--- src/rtl/fwd_pkg.sv ---
package fwd_pkg;

   // Operand source codes. The encoding is relied on by the datapath
   // multiplexer and by the checker; 2'b11 is reserved and never driven.
   typedef enum logic [1:0] {
      FWD_RF = 2'b00,
      FWD_WB = 2'b01,
      FWD_XM = 2'b10
   } fwd_sel_e;

   localparam int unsigned FWD_SEL_W = 2;

endpackage

--- src/rtl/fwd_match.sv ---
// Per-operand comparator: picks the newest in-flight producer of one source.
module fwd_match
   import fwd_pkg::*;
#(
   parameter int unsigned REG_W     = 5,
   parameter bit          SKIP_ZERO = 1'b1
) (
   input  logic [REG_W-1:0] src,
   input  logic             xm_we,
   input  logic [REG_W-1:0] xm_rd,
   input  logic             mw_we,
   input  logic [REG_W-1:0] mw_rd,
   output fwd_sel_e         sel
);

   logic src_live;
   logic xm_hit;
   logic mw_hit;

   generate
      if (SKIP_ZERO) begin : g_zero_guard
         assign src_live = |src;
      end else begin : g_no_guard
         assign src_live = 1'b1;
      end
   endgenerate

   assign xm_hit = xm_we && (xm_rd == src) && src_live;
   assign mw_hit = mw_we && (mw_rd == src) && src_live;

   // Newer stage first: a younger write shadows an older one.
   always_comb begin
      if (xm_hit) begin
         sel = FWD_XM;
      end else if (mw_hit) begin
         sel = FWD_WB;
      end else begin
         sel = FWD_RF;
      end
   end

endmodule

--- src/rtl/fwd_mux3.sv ---
// Three-way operand multiplexer steered by a forwarding code.
module fwd_mux3
   import fwd_pkg::*;
#(
   parameter int unsigned DATA_W = 32
) (
   input  fwd_sel_e          sel,
   input  logic [DATA_W-1:0] d_rf,
   input  logic [DATA_W-1:0] d_wb,
   input  logic [DATA_W-1:0] d_xm,
   output logic [DATA_W-1:0] y
);

   always_comb begin
      unique case (sel)
         FWD_XM:  y = d_xm;
         FWD_WB:  y = d_wb;
         default: y = d_rf;
      endcase
   end

endmodule

--- src/rtl/fwd_store_bypass.sv ---
// Memory-stage store data bypass from a load completing in writeback.
module fwd_store_bypass #(
   parameter int unsigned REG_W     = 5,
   parameter int unsigned DATA_W    = 32,
   parameter bit          SKIP_ZERO = 1'b1,
   parameter bit          ENABLE    = 1'b1
) (
   input  logic              mem_store,
   input  logic [REG_W-1:0]  st_reg,
   input  logic [DATA_W-1:0] st_data,
   input  logic              wb_load,
   input  logic              wb_we,
   input  logic [REG_W-1:0]  wb_rd,
   input  logic [DATA_W-1:0] wb_data,
   output logic              sel,
   output logic [DATA_W-1:0] wdata
);

   generate
      if (ENABLE) begin : g_bypass
         logic reg_live;
         if (SKIP_ZERO) begin : g_zero_guard
            assign reg_live = |st_reg;
         end else begin : g_no_guard
            assign reg_live = 1'b1;
         end
         assign sel = mem_store && wb_load && wb_we && reg_live && (st_reg == wb_rd);
      end else begin : g_no_bypass
         assign sel = 1'b0;
      end
   endgenerate

   assign wdata = sel ? wb_data : st_data;

endmodule

--- src/rtl/fwd_unit.sv ---
// Top: operand forwarding for the execute stage plus the store-data bypass.
module fwd_unit
   import fwd_pkg::*;
#(
   parameter int unsigned REG_W        = 5,
   parameter int unsigned DATA_W       = 32,
   parameter bit          SKIP_ZERO    = 1'b1,
   parameter bit          STORE_BYPASS = 1'b1
) (
   input  logic [REG_W-1:0]  ex_rs_a,
   input  logic [REG_W-1:0]  ex_rs_b,
   input  logic [DATA_W-1:0] ex_rf_a,
   input  logic [DATA_W-1:0] ex_rf_b,
   input  logic              xm_wr_en,
   input  logic [REG_W-1:0]  xm_rd,
   input  logic [DATA_W-1:0] xm_result,
   input  logic              mw_wr_en,
   input  logic              mw_is_load,
   input  logic [REG_W-1:0]  mw_rd,
   input  logic [DATA_W-1:0] mw_result,
   input  logic              mem_is_store,
   input  logic [REG_W-1:0]  mem_st_reg,
   input  logic [DATA_W-1:0] mem_st_data,
   output logic [1:0]        sel_a,
   output logic [1:0]        sel_b,
   output logic              sel_st,
   output logic [DATA_W-1:0] op_a,
   output logic [DATA_W-1:0] op_b,
   output logic [DATA_W-1:0] st_wdata
);

   localparam int unsigned NUM_OPS = 2;

   generate
      if (REG_W < 1 || REG_W > 8) begin : g_bad_reg_w
         $error("fwd_unit: REG_W must be 1..8");
      end
      if (DATA_W < 1) begin : g_bad_data_w
         $error("fwd_unit: DATA_W must be positive");
      end
   endgenerate

   logic     [REG_W-1:0]  src_v [NUM_OPS];
   logic     [DATA_W-1:0] rf_v  [NUM_OPS];
   logic     [DATA_W-1:0] op_v  [NUM_OPS];
   fwd_sel_e              sel_v [NUM_OPS];

   assign src_v[0] = ex_rs_a;
   assign src_v[1] = ex_rs_b;
   assign rf_v[0]  = ex_rf_a;
   assign rf_v[1]  = ex_rf_b;

   generate
      for (genvar g = 0; g < NUM_OPS; g++) begin : g_op
         fwd_match #(
            .REG_W    (REG_W),
            .SKIP_ZERO(SKIP_ZERO)
         ) u_match (
            .src  (src_v[g]),
            .xm_we(xm_wr_en),
            .xm_rd(xm_rd),
            .mw_we(mw_wr_en),
            .mw_rd(mw_rd),
            .sel  (sel_v[g])
         );

         fwd_mux3 #(
            .DATA_W(DATA_W)
         ) u_mux (
            .sel (sel_v[g]),
            .d_rf(rf_v[g]),
            .d_wb(mw_result),
            .d_xm(xm_result),
            .y   (op_v[g])
         );
      end
   endgenerate

   assign sel_a = sel_v[0];
   assign sel_b = sel_v[1];
   assign op_a  = op_v[0];
   assign op_b  = op_v[1];

   fwd_store_bypass #(
      .REG_W    (REG_W),
      .DATA_W   (DATA_W),
      .SKIP_ZERO(SKIP_ZERO),
      .ENABLE   (STORE_BYPASS)
   ) u_store (
      .mem_store(mem_is_store),
      .st_reg   (mem_st_reg),
      .st_data  (mem_st_data),
      .wb_load  (mw_is_load),
      .wb_we    (mw_wr_en),
      .wb_rd    (mw_rd),
      .wb_data  (mw_result),
      .sel      (sel_st),
      .wdata    (st_wdata)
   );

endmodule

--- config.mk ---
export PLATFORM = sky130hd
export DESIGN_NAME = fwd_unit
export DESIGN_NICKNAME = d
export VERILOG_FILES = /design/src/rtl/fwd_pkg.sv /design/src/rtl/fwd_match.sv /design/src/rtl/fwd_mux3.sv /design/src/rtl/fwd_store_bypass.sv /design/src/rtl/fwd_unit.sv
export SDC_FILE = /design/constraint.sdc
export NUM_CORES = 1
export LEC_CHECK = 0
export BUFFER_PORTS_ARGS = -buffer_cell sky130_fd_sc_hd__buf_4
export CAP_MARGIN = 30
export CORE_AREA = 2 2 111 113
export DETAILED_ROUTE_END_ITERATION = 10
export DIE_AREA = 0 0 113 115
export MAX_ROUTING_LAYER = met4
export PLACE_DENSITY_LB_ADDON = 0.25
export RECOVER_POWER = 25
export SYNTH_ARGS = -nofsm -noshare
export SYNTH_HDL_FRONTEND = slang
export SYNTH_HIERARCHICAL = 1
export SYNTH_SLANG_ARGS = --single-unit
--- constraint.sdc ---
create_clock -name vclk -period 2.4
set_input_delay 0.48 -clock vclk [all_inputs]
set_output_delay 0.48 -clock vclk [all_outputs]
set_load 0.01 [all_outputs]
==> results of run 1 <==
## logic make-up after synthesis
group	Yosys count	synth area share [%]
AO/OA/AOI/OAI	130	38.11
multiplexers	32	21.85
XOR/XNOR	25	10.20
AND/OR/NAND/NOR	83	16.72
adder cells (fa/ha/maj)	4	2.331
buffers and inverters	35	10.78
## per-layer routing
layer	share of wire, %	track usage (%)	vias to the layer above
li1	-	-	1843
met1	37	23.44	1915
met2	56	41.52	177
met3	6.0	2.003	16
met4	1.4	2.358	0
met5	0	-	-
## critical path, cell delays in order
cell and delay, ns:
buf_8 0.11, xnor2_1 0.26, nand4_1 0.21, a2111oi_4 0.33, inv_1 0.12, ha_4 0.34, buf_12 0.15, buf_12 0.15
buf_12 0.12, o21ai_4 0.05, buf_6 0.12
## power by group
| part | switching (W) | internal (W) | leakage [nW] |
|---|---|---|---|
| Sequential | 0 | 0 | 0 |
| Clock | 0 | 0 | 0 |
| Combinational | 0.000513 | 0.000719 | 3.15 |
| Total | 0.000513 | 0.000719 | 3.15 |
## stage by stage
step / TNS [ns] / setup slack, ns
2_1_floorplan: -13.00 / -0.2205
3_3_place_gp: -37.09 / -0.5568
3_5_place_dp: -38.55 / -0.5656
4_1_cts: -34.60 / -0.5128
5_1_grt: -39.86 / -0.6438
6_report: -33.67 / -0.5467
## path summary, 6_finish.rpt
kind / to / slack (ns)
max: op_b[13] / -0.55
min: op_b[18] / 1.23
## area by class of cell
type / count / area [sq um] / area share (%)
repair buffers: 374 / 3921 / 51.55
multi-input cells: 274 / 3487 / 45.84
well taps: 147 / 183.9 / 2.418
inverters: 4 / 15.01 / 0.1974
## cells in the mapped netlist
cell type / count
nand2_1: 66
a22oi_1: 64
o21ai_1: 60
mux2_4: 29
buf_2: 20
xnor2_1: 17
buf_6: 9
xor2_1: 8
ha_1: 4
inv_1: 4
nand4_1: 4
o21ai_0: 4
mux2_2: 3
nor2_1: 3
or4_1: 3
a2111oi_0: 2
and2_1: 2
and3b_1: 2
buf_4: 2
nor4_1: 2
nor3_2: 1
## cells in the final DEF (no fill, tap or decap), drive strengths merged
master / instances
a2111oi: 2
a22oi: 64
and2: 2
and3b: 2
buf: 367
clkbuf: 7
ha: 4
inv: 4
mux2: 32
nand2: 66
nand4: 4
nor2: 3
nor3: 1
nor4: 2
o21ai: 64
or4: 3
xnor2: 17
xor2: 8
## repair_timing
item | in CTS | in global routing
setup endpoints to repair | 96 | 96
resized for setup | 223 | 104
buffers inserted | 12 | 17
cloned | 12 | 8
hold buffers | 0 | 0
pin swaps | 18 | 51
==> summary.txt, run 1 <==
Synth Instances: 309
Worst Tran Pin Value: 0.3113 ns
first-pass GRT wire length: 21.36 mm
Unique masters post-synth: 21
fin cells: 799
Finished Cell Area: 7607 sq um
crit end category: primary output
Area after DPL: 5524 sq um
core area: 11,810 sq um
full die area: 13,000 sq um
largest net degree at the start of global routing: 33
number of sequential cells: 0
Routed WL per cell: 20.21 microns
clkbuf count: 0
startpoint types: primary input
Initial Utilization: 18.18%
total global routing overflow: 0
Die W: 113 microns
Vias: 3,951
Rel. slew slack: 79.09%
cell area power density: 162.0 nW/um^2
Fin Hold WS: 1.233 ns
final-report max-slew violation count: 0
crit path launch: ex_rs_b[1]
I/O pin count: 290
mean post-synth cell area: 6.948 sq um
share of the synthesized area in the top cell type: 22.38%
placed cell count: 759
port bufs: 290
Row Count: 40
Synth Net Count: 502
die height: 115 microns
Hold Violations, Final: 0
status: complete, but fails checks
failing checks: DRC, setup timing
Final period util: 122.8%
initial antenna violation count: 0
overall power: 0.001232 W
sequential fraction of the synthesis area: 0%
layout cells sized above 1: 94.33%
WS Path Type: primary input to primary output
Static Leakage: 3.153 nW
FMAX: 339.4 MHz
RSZ-0062 raised after global routing: true
top cells by area in the synthesized netlist: a22oi_1 22%, mux2_4 20%, o21ai_1 14%, nand2_1 12%, xnor2_1 6.9%
HPWL Detailed: 10.02 mm
# DRC: 16
WL final: 16.14 mm
area grow syn2layout: 254.3%
setup violators final: 88
Worst Path Required: 1.92 ns
Core Util, Final: 64.41%
first drt pass iteration count: 7
worst min path class: primary input to primary output
vias in the first global route: 4,021
GP Congestion: 0.8155
Arr. time, crit path: 2.47 ns
final setup margin: -0.5467 ns
Iteration-0 DRC Markers: 111
Seq. cell area: 0 sq um
Min Clock Period, post-route: 2.947 ns
yosys warns: 6
GRT Total Usage: 21.02%
Vias/cell: 4.945
Peak VDD IR: 0.1158 mV
biggest area consumer among synthesized cells: a22oi_1
post-route ant nets: 0
Diodes inserted: 0
hold-critical path depth: 4
nets: 847
Mapped Area: 2147 sq um
Max Cap Viol: 0
critical-path maximum fanout: 7
start point of the worst hold path: ex_rf_b[18]
Fillers: 915
Note: power is estimated with default switching activity, not from simulation.
==> run 2: changes to the inputs <==
--- a/config.mk
+++ b/config.mk
@@ -13,6 +13,7 @@
 export MAX_ROUTING_LAYER = met4
 export PLACE_DENSITY_LB_ADDON = 0.25
 export RECOVER_POWER = 25
+export SKIP_LAST_GASP = 1
 export SYNTH_ARGS = -nofsm -noshare
 export SYNTH_HDL_FRONTEND = slang
 export SYNTH_HIERARCHICAL = 1
==> run 2 against run 1 <==
Against the previous run:
- setup slack better by 0.017 ns
- fmax up 0.57%
- count of clock-buffer cells in the layout unchanged
- the flow still finishes with violations (DRC, setup timing)
- flip-flop and latch count unchanged
- first-iteration DRC count unchanged
- sequential share of layout area unchanged
- total power down 0.99%
- die area unchanged
==> summary.txt, run 2 (same netlist as run 1, synthesis figures left out) <==
RSZ-0062 raised after global routing: true
commonest non-fill, non-tap cell in the layout: buf_4
Peak VDD IR: 0.1183 mV
WL final: 16.15 mm
Min Clock Period, post-route: 2.930 ns
port bufs: 290
final setup margin: -0.5301 ns
crit end category: primary output
Crit path top cell by count: buf_12
Finished Cell Area: 7498 sq um
Max Cap Viol: 0
Static Leakage: 3.100 nW
largest net degree at the start of global routing: 33
Arr. time, crit path: 2.45 ns
worst-path cell chain: buf_8 > xnor2_1 > nand4_1 > a2111oi_4 > inv_1 > ha_4 > buf_12 > buf_12 > buf_12 > o21ai_4 > buf_6
Worst path max stage delay: 0.35 ns
Routed WL per cell: 20.34 microns
full die area: 13,000 sq um
Hold Violations, Final: 0
I/O pin count: 290
post-route ant nets: 0
setup violators final: 88
Vias/cell: 4.980
Rel. slew slack: 79.64%
HPWL Detailed: 10.02 mm
Top delay family on crit path: buffers and inverters
failing checks: DRC, setup timing
Worst Path Required: 1.92 ns
FMAX: 341.3 MHz
cell area power density: 162.7 nW/um^2
Worst Tran Pin Value: 0.3032 ns
core area: 11,810 sq um
Crit-path slowest cell: ha_4
Area after DPL: 5524 sq um
die height: 115 microns
Hold EP: op_a[20]
startpoint types: primary input
start point of the worst hold path: ex_rf_a[20]
hold-critical path depth: 4
nets: 842
WS Path Type: primary input to primary output
Final period util: 122.1%
Crit path buffers/inverters: 6
first-pass GRT wire length: 21.27 mm
layout cells sized above 1: 92.58%
critical-path maximum fanout: 7
most frequent cells in the layout: 213 x buf_4, 113 x buf_6, 61 x a22oi_2, 58 x o21ai_4, 37 x nand2_4
Diodes inserted: 0
Core Util, Final: 63.49%
GP Congestion: 0.8155
vias in the first global route: 4,010
clkbuf count: 0
Row Count: 40
number of sequential cells: 0
first drt pass iteration count: 7
final-report max-slew violation count: 0
GRT Total Usage: 20.94%
Vias: 3,954
Seq. cell area: 0 sq um
# DRC: 16
Fillers: 921
area grow syn2layout: 249.2%
initial antenna violation count: 0
total global routing overflow: 0
Iteration-0 DRC Markers: 111
Die W: 113 microns
worst min path class: primary input to primary output
Initial Utilization: 18.18%
status: complete, but fails checks
[run 2: changes by cell type in the layout (fill, tap and decap cells not counted), sizes merged]
| cell | previous run | this run |
|---|---|---|
| buf | 367 | 362 |
[run 2: how the worst max path moves through the flow]
stage,endpoint,slack [ns],cells after the start,start
after global routing,op_b[15],-0.62,11,ex_rs_b[1]
after floorplan,op_a[29],-0.22,9,ex_rs_a[0]
after detailed placement,op_a[10],-0.57,11,xm_rd[0]
after CTS,op_a[12],-0.52,10,ex_rs_a[1]
final,op_b[15],-0.53,11,ex_rs_b[1]
after global placement,op_a[4],-0.56,11,xm_rd[0]
[run 2: worst min-delay path, delay by kind of cell]
kind,cells,cell delay (ns)
buffers and inverters,2,0.18
and+or+nand+nor,1,0.05
AOI/OAI and AO/OA,1,0.05
[run 2: area by class of cell]
type                            instances  area, sq um  area share (%)
Multi-Input combinational cell        274         3482           46.44
Timing Repair Buffer                  369         3817           50.91
Inverter                                4        15.01          0.2002
Tap cell                              147        183.9           2.453
[run 2: repair_timing]
action / CTS / global route
endpoints found under the setup margin: 96 / 96
hold buffers: 0 / 0
gates cloned: 12 / 8
setup buffers: 12 / 13
resized for setup: 211 / 100
pin swaps: 18 / 53
[run 2: metrics by stage]
step	worst slack [ns]	TNS, ns	instances	hold slack [ns]	power (W)
global placement	-0.5568	-37.09	759	1.243	0.0008850
finish	-0.5301	-32.89	794	1.235	0.001220
global route	-0.6159	-38.69	794	1.241	0.001277
CTS	-0.5228	-34.79	782	1.234	0.001107
floorplan	-0.2205	-13.00	309	1.046	0.0004002
detailed placement	-0.5656	-38.55	759	1.245	0.0008986
[run 2: routing by layer]
layer,up-vias,GRT usage [%],share of wire (%)
met2,175,41.36,56
met3,16,2.003,5.8
met1,1935,23.38,37
li1,1828,-,-
met4,0,2.276,1.1
met5,-,-,0
[run 2: power breakdown]
| part | internal, W | switching (W) | total (W) |
|---|---|---|---|
| logic | 0.000710 | 0.000510 | 0.00122 |
| registers | 0 | 0 | 0 |
| clock network | 0 | 0 | 0 |
| total | 0.000710 | 0.000510 | 0.00122 |
